## src/rtl/rtc_reg_pkg.sv

```systemverilog
package rtc_reg_pkg;

  typedef enum logic [2:0] {
    FLD_SEC  = 3'd0,
    FLD_MIN  = 3'd1,
    FLD_HOUR = 3'd2,
    FLD_WDAY = 3'd3,
    FLD_DAY  = 3'd4,
    FLD_MON  = 3'd5,
    FLD_YEAR = 3'd6
  } time_fld_e;

  localparam logic [7:0] HOUR_PM = 8'h20;

  function automatic logic [6:0] bcd_to_bin(input logic [7:0] b);
    return 7'(b[7:4]) * 7'd10 + 7'(b[3:0]);
  endfunction

  function automatic logic [7:0] bin_to_bcd(input logic [6:0] v);
    logic [3:0] tens;
    logic [3:0] ones;
    tens = 4'(v / 7'd10);
    ones = 4'(v % 7'd10);
    return {tens, ones};
  endfunction

  function automatic logic [2:0] mod7(input logic [7:0] v);
    return 3'(v % 8'd7);
  endfunction

  // 24h BCD -> 12h BCD with PM flag
  function automatic logic [7:0] hour_to_12(input logic [7:0] h24);
    logic [6:0] h;
    h = bcd_to_bin({2'b00, h24[5:0]});
    if (h == 7'd0)       return 8'h12;
    else if (h < 7'd12)  return bin_to_bcd(h);
    else if (h == 7'd12) return HOUR_PM | 8'h12;
    else                 return HOUR_PM | bin_to_bcd(h - 7'd12);
  endfunction

  // 12h BCD with PM flag -> 24h BCD
  function automatic logic [7:0] hour_to_24(input logic [7:0] h12);
    logic [6:0] t;
    t = bcd_to_bin({3'b000, h12[4:0]});
    if (h12[5]) t = t + 7'd12;
    if (t == 7'd12 || t == 7'd24) t = t - 7'd12;
    return bin_to_bcd(t);
  endfunction

endpackage

```

## src/rtl/rtc_ptr_ctrl.sv

```systemverilog
module rtc_ptr_ctrl #(
  parameter int unsigned       PTR_W    = 4,
  parameter int unsigned       FMT_W    = 4,
  parameter logic [PTR_W-1:0]  CTRL_IDX = '1
) (
  input  logic             clk_i,
  input  logic             rst_ni,
  input  logic             wr_start_i,
  input  logic             rd_start_i,
  input  logic             rx_valid_i,
  input  logic [7:0]       rx_data_i,
  input  logic             tx_req_i,
  output logic [PTR_W-1:0] ptr_o,
  output logic [FMT_W-1:0] fmt_o,
  output logic             data_wr_o
);

  localparam logic [PTR_W-1:0] PTR_ONE = 1;

  logic [PTR_W-1:0] ptr_q;
  logic [FMT_W-1:0] fmt_q;
  logic             addr_pend_q;

  // priority: read start, write start, received byte, byte request
  always_ff @(posedge clk_i or negedge rst_ni) begin
    if (!rst_ni) begin
      ptr_q       <= '0;
      fmt_q       <= '0;
      addr_pend_q <= 1'b0;
    end else if (rd_start_i) begin
      ptr_q <= CTRL_IDX;
    end else if (wr_start_i) begin
      addr_pend_q <= 1'b1;
    end else if (rx_valid_i) begin
      if (addr_pend_q) begin
        ptr_q       <= rx_data_i[7 -: PTR_W];
        fmt_q       <= rx_data_i[FMT_W-1:0];
        addr_pend_q <= 1'b0;
      end else begin
        ptr_q <= ptr_q + PTR_ONE;
      end
    end else if (tx_req_i) begin
      ptr_q <= ptr_q + PTR_ONE;
    end
  end

  assign data_wr_o = rx_valid_i && !rd_start_i && !wr_start_i && !addr_pend_q;
  assign ptr_o     = ptr_q;
  assign fmt_o     = fmt_q;

  p_rd_ptr_ctrl_r3: assert property (@(posedge clk_i) disable iff (!rst_ni)
    rd_start_i |=> ptr_q == CTRL_IDX);

  p_req_advance_r1: assert property (@(posedge clk_i) disable iff (!rst_ni)
    (tx_req_i && !rx_valid_i && !rd_start_i && !wr_start_i)
      |=> ptr_q == $past(ptr_q) + PTR_ONE);

  p_addr_byte_ptr_r2: assert property (@(posedge clk_i) disable iff (!rst_ni)
    (rx_valid_i && !data_wr_o && !rd_start_i && !wr_start_i)
      |=> (ptr_q == $past(rx_data_i[7 -: PTR_W])) && !addr_pend_q);

endmodule

```

## src/rtl/rtc_time_xlate.sv

```systemverilog
module rtc_time_xlate import rtc_reg_pkg::*; #(
  parameter int unsigned TIME_NUM = 7,
  localparam int unsigned FLD_W   = $clog2(TIME_NUM)
) (
  input  logic                      clk_i,
  input  logic                      rst_ni,
  input  logic                      wr_en_i,
  input  logic [FLD_W-1:0]          fld_i,
  input  logic [7:0]                wdata_i,
  input  logic                      hour24_i,
  input  logic [TIME_NUM*8-1:0]     live_time_i,
  output logic [TIME_NUM-1:0][7:0]  snap_o,
  output logic                      load_o,
  output logic [FLD_W-1:0]          load_field_o,
  output logic [7:0]                load_data_o
);

  localparam logic [FLD_W-1:0] WDAY_IDX = FLD_W'(FLD_WDAY);

  logic [2:0]       wd_off_q;
  logic [2:0]       live_wd;
  logic             ld_en;
  logic             wd_wr;
  logic [7:0]       ld_data;
  logic [2:0]       off_next;
  logic             load_q;
  logic [FLD_W-1:0] field_q;
  logic [7:0]       data_q;

  assign live_wd = mod7(live_time_i[int'(FLD_WDAY)*8 +: 8]);

  for (genvar i = 0; i < TIME_NUM; i++) begin : g_snap
    if (i == int'(FLD_HOUR)) begin : g_hour
      assign snap_o[i] = hour24_i ? live_time_i[i*8 +: 8]
                                  : hour_to_12(live_time_i[i*8 +: 8]);
    end else if (i == int'(FLD_WDAY)) begin : g_wday
      assign snap_o[i] = {5'b0, mod7({5'b0, live_wd} + {5'b0, wd_off_q}) + 3'd1};
    end else begin : g_pass
      assign snap_o[i] = live_time_i[i*8 +: 8];
    end
  end

  always_comb begin
    case (fld_i)
      FLD_W'(FLD_SEC),
      FLD_W'(FLD_MIN):  ld_data = wdata_i & 8'h7F;
      FLD_W'(FLD_HOUR): ld_data = hour24_i ? (wdata_i & 8'h3F) : hour_to_24(wdata_i & 8'h3F);
      FLD_W'(FLD_DAY):  ld_data = wdata_i & 8'h3F;
      FLD_W'(FLD_MON):  ld_data = wdata_i & 8'h1F;
      default:          ld_data = wdata_i;
    endcase
  end

  assign wd_wr    = wr_en_i && (fld_i == WDAY_IDX);
  assign ld_en    = wr_en_i && (fld_i != WDAY_IDX);
  // (d - 1 - w + 14) mod 7, kept non-negative
  assign off_next = mod7({5'b0, wdata_i[2:0]} + 8'd13 - {5'b0, live_wd});

  always_ff @(posedge clk_i or negedge rst_ni) begin
    if (!rst_ni) begin
      wd_off_q <= '0;
      load_q   <= 1'b0;
      field_q  <= '0;
      data_q   <= '0;
    end else begin
      load_q <= ld_en;
      if (ld_en) begin
        field_q <= fld_i;
        data_q  <= ld_data;
      end
      if (wd_wr) wd_off_q <= off_next;
    end
  end

  assign load_o       = load_q;
  assign load_field_o = field_q;
  assign load_data_o  = data_q;

  p_no_wday_load_r8: assert property (@(posedge clk_i) disable iff (!rst_ni)
    load_o |-> load_field_o != WDAY_IDX);

  p_sec_mask_r6: assert property (@(posedge clk_i) disable iff (!rst_ni)
    (load_o && load_field_o == FLD_W'(FLD_SEC)) |-> !load_data_o[7]);

  p_wday_range_r8: assert property (@(posedge clk_i) disable iff (!rst_ni)
    snap_o[int'(FLD_WDAY)] >= 8'd1 && snap_o[int'(FLD_WDAY)] <= 8'd7);

  p_load_follows_wr_r6: assert property (@(posedge clk_i) disable iff (!rst_ni)
    (wr_en_i && fld_i != WDAY_IDX) |=> load_o && load_field_o == $past(fld_i));

endmodule

```

## src/rtl/rtc_reg_file.sv

```systemverilog
module rtc_reg_file #(
  parameter int unsigned REG_NUM    = 16,
  parameter int unsigned TIME_NUM   = 7,
  parameter int unsigned CTRL_IDX   = 15,
  parameter int unsigned HOUR24_BIT = 5,
  localparam int unsigned PTR_W     = $clog2(REG_NUM)
) (
  input  logic                     clk_i,
  input  logic                     rst_ni,
  input  logic                     snap_en_i,
  input  logic [TIME_NUM-1:0][7:0] snap_i,
  input  logic                     wr_en_i,
  input  logic [PTR_W-1:0]         ptr_i,
  input  logic [7:0]               wdata_i,
  output logic [7:0]               rd_data_o,
  output logic                     hour24_o
);

  logic [7:0] regs_q [REG_NUM];

  for (genvar r = 0; r < REG_NUM; r++) begin : g_reg
    if (r < TIME_NUM) begin : g_time
      always_ff @(posedge clk_i or negedge rst_ni) begin
        if (!rst_ni)        regs_q[r] <= '0;
        else if (snap_en_i) regs_q[r] <= snap_i[r];
      end
    end else begin : g_store
      always_ff @(posedge clk_i or negedge rst_ni) begin
        if (!rst_ni)                                 regs_q[r] <= '0;
        else if (wr_en_i && ptr_i == PTR_W'(r))      regs_q[r] <= wdata_i;
      end
    end
  end

  assign rd_data_o = regs_q[ptr_i];
  assign hour24_o  = regs_q[CTRL_IDX][HOUR24_BIT];

  p_store_r5: assert property (@(posedge clk_i) disable iff (!rst_ni)
    wr_en_i |=> regs_q[$past(ptr_i)] == $past(wdata_i));

  p_snap_sec_r4: assert property (@(posedge clk_i) disable iff (!rst_ni)
    snap_en_i |=> regs_q[0] == $past(snap_i[0]));

endmodule

```

## src/rtl/rtc_reg_engine.sv

```systemverilog
module rtc_reg_engine import rtc_reg_pkg::*; #(
  parameter int unsigned REG_NUM     = 16,
  parameter int unsigned TIME_NUM    = 7,
  parameter int unsigned HOUR24_BIT  = 5,
  parameter logic [6:0]  TARGET_ADDR = 7'h32,
  localparam int unsigned PTR_W      = $clog2(REG_NUM),
  localparam int unsigned FMT_W      = 8 - PTR_W,
  localparam int unsigned FLD_W      = $clog2(TIME_NUM),
  localparam int unsigned CTRL_IDX   = REG_NUM - 1
) (
  input  logic                  clk_i,
  input  logic                  rst_ni,
  input  logic                  wr_start_i,
  input  logic                  rd_start_i,
  input  logic                  rx_valid_i,
  input  logic [7:0]            rx_data_i,
  input  logic                  tx_req_i,
  output logic [7:0]            tx_data_o,
  input  logic [TIME_NUM*8-1:0] live_time_i,
  output logic [FMT_W-1:0]      fmt_o,
  output logic                  load_o,
  output logic [FLD_W-1:0]      load_field_o,
  output logic [7:0]            load_data_o,
  output logic [6:0]            target_addr_o
);

  logic [PTR_W-1:0]          ptr;
  logic                      data_wr;
  logic                      is_time;
  logic                      hour24;
  logic [TIME_NUM-1:0][7:0]  snap;

  assign is_time = ptr < PTR_W'(TIME_NUM);

  rtc_ptr_ctrl #(
    .PTR_W    (PTR_W),
    .FMT_W    (FMT_W),
    .CTRL_IDX (PTR_W'(CTRL_IDX))
  ) u_ptr (
    .clk_i      (clk_i),
    .rst_ni     (rst_ni),
    .wr_start_i (wr_start_i),
    .rd_start_i (rd_start_i),
    .rx_valid_i (rx_valid_i),
    .rx_data_i  (rx_data_i),
    .tx_req_i   (tx_req_i),
    .ptr_o      (ptr),
    .fmt_o      (fmt_o),
    .data_wr_o  (data_wr)
  );

  rtc_time_xlate #(
    .TIME_NUM (TIME_NUM)
  ) u_xlate (
    .clk_i        (clk_i),
    .rst_ni       (rst_ni),
    .wr_en_i      (data_wr && is_time),
    .fld_i        (ptr[FLD_W-1:0]),
    .wdata_i      (rx_data_i),
    .hour24_i     (hour24),
    .live_time_i  (live_time_i),
    .snap_o       (snap),
    .load_o       (load_o),
    .load_field_o (load_field_o),
    .load_data_o  (load_data_o)
  );

  rtc_reg_file #(
    .REG_NUM    (REG_NUM),
    .TIME_NUM   (TIME_NUM),
    .CTRL_IDX   (CTRL_IDX),
    .HOUR24_BIT (HOUR24_BIT)
  ) u_regs (
    .clk_i     (clk_i),
    .rst_ni    (rst_ni),
    .snap_en_i (rd_start_i),
    .snap_i    (snap),
    .wr_en_i   (data_wr && !is_time),
    .ptr_i     (ptr),
    .wdata_i   (rx_data_i),
    .rd_data_o (tx_data_o),
    .hour24_o  (hour24)
  );

  assign target_addr_o = TARGET_ADDR;

  p_addr_byte_no_load_r2: assert property (@(posedge clk_i) disable iff (!rst_ni)
    (rx_valid_i && !data_wr && !rd_start_i && !wr_start_i) |=> !load_o);

  p_store_no_load_r5: assert property (@(posedge clk_i) disable iff (!rst_ni)
    (data_wr && !is_time) |=> !load_o);

  p_load_pulse_r6: assert property (@(posedge clk_i) disable iff (!rst_ni)
    load_o |-> $past(rx_valid_i));

endmodule

```

## config.mk

```make
export PLATFORM = sky130hd
export DESIGN_NAME = rtc_reg_engine
export DESIGN_NICKNAME = d
export VERILOG_FILES = /design/src/rtl/rtc_reg_pkg.sv /design/src/rtl/rtc_ptr_ctrl.sv /design/src/rtl/rtc_time_xlate.sv /design/src/rtl/rtc_reg_file.sv /design/src/rtl/rtc_reg_engine.sv
export SDC_FILE = /design/constraint.sdc
export NUM_CORES = 1
export LEC_CHECK = 0
export BUFFER_PORTS_ARGS = -buffer_cell sky130_fd_sc_hd__buf_2
export CORE_AREA = 2 2 168 170
export DETAILED_ROUTE_END_ITERATION = 6
export DIE_AREA = 0 0 170 172
export PLACE_DENSITY = 0.59
export REMOVE_ABC_BUFFERS = 1
export SLEW_MARGIN = 30
export SYNTH_ARGS = -nofsm -noshare
export SYNTH_HDL_FRONTEND = slang
export SYNTH_SLANG_ARGS = --single-unit
```

## constraint.sdc

```tcl
create_clock -name clk_i -period 3.8 [get_ports clk_i]
set_clock_uncertainty 0.1 [all_clocks]
set_input_delay 0.38 -clock clk_i [delete_from_list [all_inputs] [get_ports clk_i]]
set_output_delay 0.38 -clock clk_i [all_outputs]
set_load 0.1 [all_outputs]
```

==> run summary <==
Status: complete, but fails checks
Violated checks: negative setup slack
Worst Tran Pin Value: 854 ps
Clk sinks: 147
Startpoint types: primary input
First-pass GRT wire length: 41,500 µm
Number of I/O pins: 101
Register area share after synthesis: 38.8%
Port Buffer Count: 93
Post-synth EDFFs: 0
Core Box Area: 27,500 µm²
Clock buffer depth: 2
Synthesized flop and latch total: 147
Slew HR: 42.6%
Pre-antenna DRT Iters: 5
Worst-Skew Late Latency: 420 ps
DP HPWL: 17,600 µm
Final worst slack: -1500 ps
Setup crit end kind: flop
Post-synthesis cell type count: 93
Initial Util: 34.5%
Overall routing resource usage: 18.0%
Setup CP Type: primary input to flop
Diode count: 0
PwrDens: 597 nW/µm²
Setup-failing EPs final: 9
Leading cell types in the layout, fill and taps excluded: 195 x buf_4, 144 x dfrtp_1, 117 x mux2_2
Residual DRC: 0
Mapped Cells: 860
Asr flop ratio synth: 100%
Final min period: 5300 ps
Crit path required time: 4010 ps
Total Wirelength: 25,800 µm
Placed cell area: 11,400 µm²
1st-iter DRT viols: 413
Max IR drop VDD: 0.490 mV
Worst EP arrival: 5510 ps
Clock transition at the registers of the reported paths: 60 ps
Hold Startpoint: live_time_i[35]
Final period utilization: 139%
Die width: 170 µm
Final hold violation count: 0
Wire length per cell: 17.3 µm
Worst flop-to-flop path startpoint: u_xlate.wd_off_q[1]
Syn avg cell area: 11.0 µm²
Final Max Slew Viols: 0
CTS root buf: clkbuf_16
Final nets: 1,243
Slowest CP cell: a311o_1
CTS buffer count: 17
Crit. Startpoint: live_time_i[31]
Gpl congestion: 0.856
CTS tree: yes
Final Non-Filler Cells: 1,492
RSZ-0062 raised after global routing: yes
Post-Route Utilization: 48.2%
Antenna Nets Post-Route: 0
Total gr overflow: 0
Die H: 172 µm
Worst-path fanout max: 5
Die Area: 29,200 µm²
Maxcap violations: 0
Place WS: -2260 ps
Vias: 7,811
Post-Syn Area: 9470 µm²
Share of cells above drive strength 1: 54.9%
P&R area growth vs syn: 39.8%
Fmax: 0.189 GHz
Main synth FF type: dfrtp_1
Antenna violations before repair: 0
Via density: 5.24
Synthesis Warnings: 0
Vias in the first global route: 7,913
Worst Hold Class: primary input to flop
Most common cell after layout, fill and taps aside: buf_4
H-tree levels: 4
CP max stage delay: 360 ps
Finished Cell Area: 13,200 µm²
Placed instance count: 1,420
# rows: 61
# fillers: 2,479
Largest net degree at the start of global routing: 91
Leakage: 6.09 nW
## where the power goes
| part | internal [mW] | total, mW | switching [mW] |
|---|---|---|---|
| combinational | 1.93 | 4.12 | 2.19 |
| clock | 1.04 | 1.69 | 0.657 |
| sequential | 1.87 | 2.10 | 0.232 |
| total | 4.84 | 7.91 | 3.08 |
## Yosys cell counts (6+ instances only)
cell	instances	area share, %
xnor2_1	10	0.92
nand3_1	15	0.79
xor2_1	6	0.55
a21oi_1	35	1.8
a31oi_1	13	0.86
and2_1	8	0.53
o21ai_0	41	2.2
ha_1	39	5.2
dfrtp_1	147	39
and3_1	7	0.46
a22oi_1	10	0.79
buf_4	7	0.55
clkbuf_1	34	1.3
nand2b_1	9	0.59
mux2_2	121	14
inv_1	45	1.8
nor3_1	14	0.74
nor2b_1	7	0.46
mux2i_1	12	1.3
nor2_1	49	1.9
a211oi_1	6	0.48
mux4_2	35	8.3
nand2_1	53	2.1
a21o_1	8	0.63
## final cells by class
type | count | area [µm²] | area share (%)
Timing Repair Buffer | 301 | 2170 | 16.4
Tap cell | 346 | 433 | 3.27
Inverter | 46 | 180 | 1.36
Sequential cell | 147 | 3680 | 27.8
Multi-Input combinational cell | 620 | 6190 | 46.7
Clock buffer | 21 | 440 | 3.33
Clock inverter | 11 | 155 | 1.17
## state kept, by name, summed over array words and instances (netlist names)
register and count:
u_ptr.addr_pend_q 1, u_ptr.fmt_o 4, u_ptr.ptr_o 4, u_regs.hour24_o 1
u_regs.regs_q 122, u_xlate.load_data_o 8, u_xlate.load_field_o 3, u_xlate.load_o 1
u_xlate.wd_off_q 3
## layer usage
layer / global-route usage, % / vias up / routed length [µm]
met2: 29.9 / 155 / 12300
met1: 24.4 / 3883 / 11900
met5: 0 / - / 0
met4: 5.09 / 0 / 537
li1: - / 3738 / -
met3: 2.98 / 35 / 1060
## through the flow
stage	hold WS (ps)	TNS (ps)	power, mW
floorplan	-15.6	-17740	4.34
global placement	361	-17540	5.42
detailed placement	369	-18840	5.47
CTS	66.2	-7590	7.63
global route	79.7	-10230	8.35
finish	89.5	-7900	7.91
## worst max-delay path, delay by kind of cell
family,cells,cell delay [ps]
AO/OA/AOI/OAI,14,2420
XOR/XNOR,1,160
adder cells (fa/ha/maj),6,1150
buffers and inverters,7,530
multiplexers,1,340
AND/OR/NAND/NOR,3,520
## final timing paths
check	to	slack [ps]	cells past startpoint
max in group asynchronous	u_regs.regs_q[81]	2100	3
min in group asynchronous	u_regs.regs_q[126]	510	2
min reg2reg	u_regs.regs_q[26]	380	2
max reg2reg	u_regs.regs_q[98]	510	18
min	u_regs.regs_q[91]	90	2
max	u_xlate.wd_off_q[1]	-1500	32
## timing repair
item	in CTS	in global routing
hold buffers	1	0
setup buffers	30	13
setup endpoints to repair	14	14
gates resized for setup	125	60
pin swaps	61	55
endpoints found under the hold margin	88	0
## kinds of logic after synthesis
| family | after synthesis | share of synthesized area, % |
|---|---|---|
| buffers and inverters | 98 | 4.37 |
| flip-flops | 147 | 38.8 |
| AO/OA/AOI/OAI | 188 | 14.7 |
| multiplexers | 169 | 24.1 |
| adder cells (fa/ha/maj) | 42 | 5.57 |
| other | 2 | 0.0793 |
| AND/OR/NAND/NOR | 197 | 10.7 |
| XOR/XNOR | 17 | 1.65 |
No activity file was read; power rests on OpenSTA's default activity.
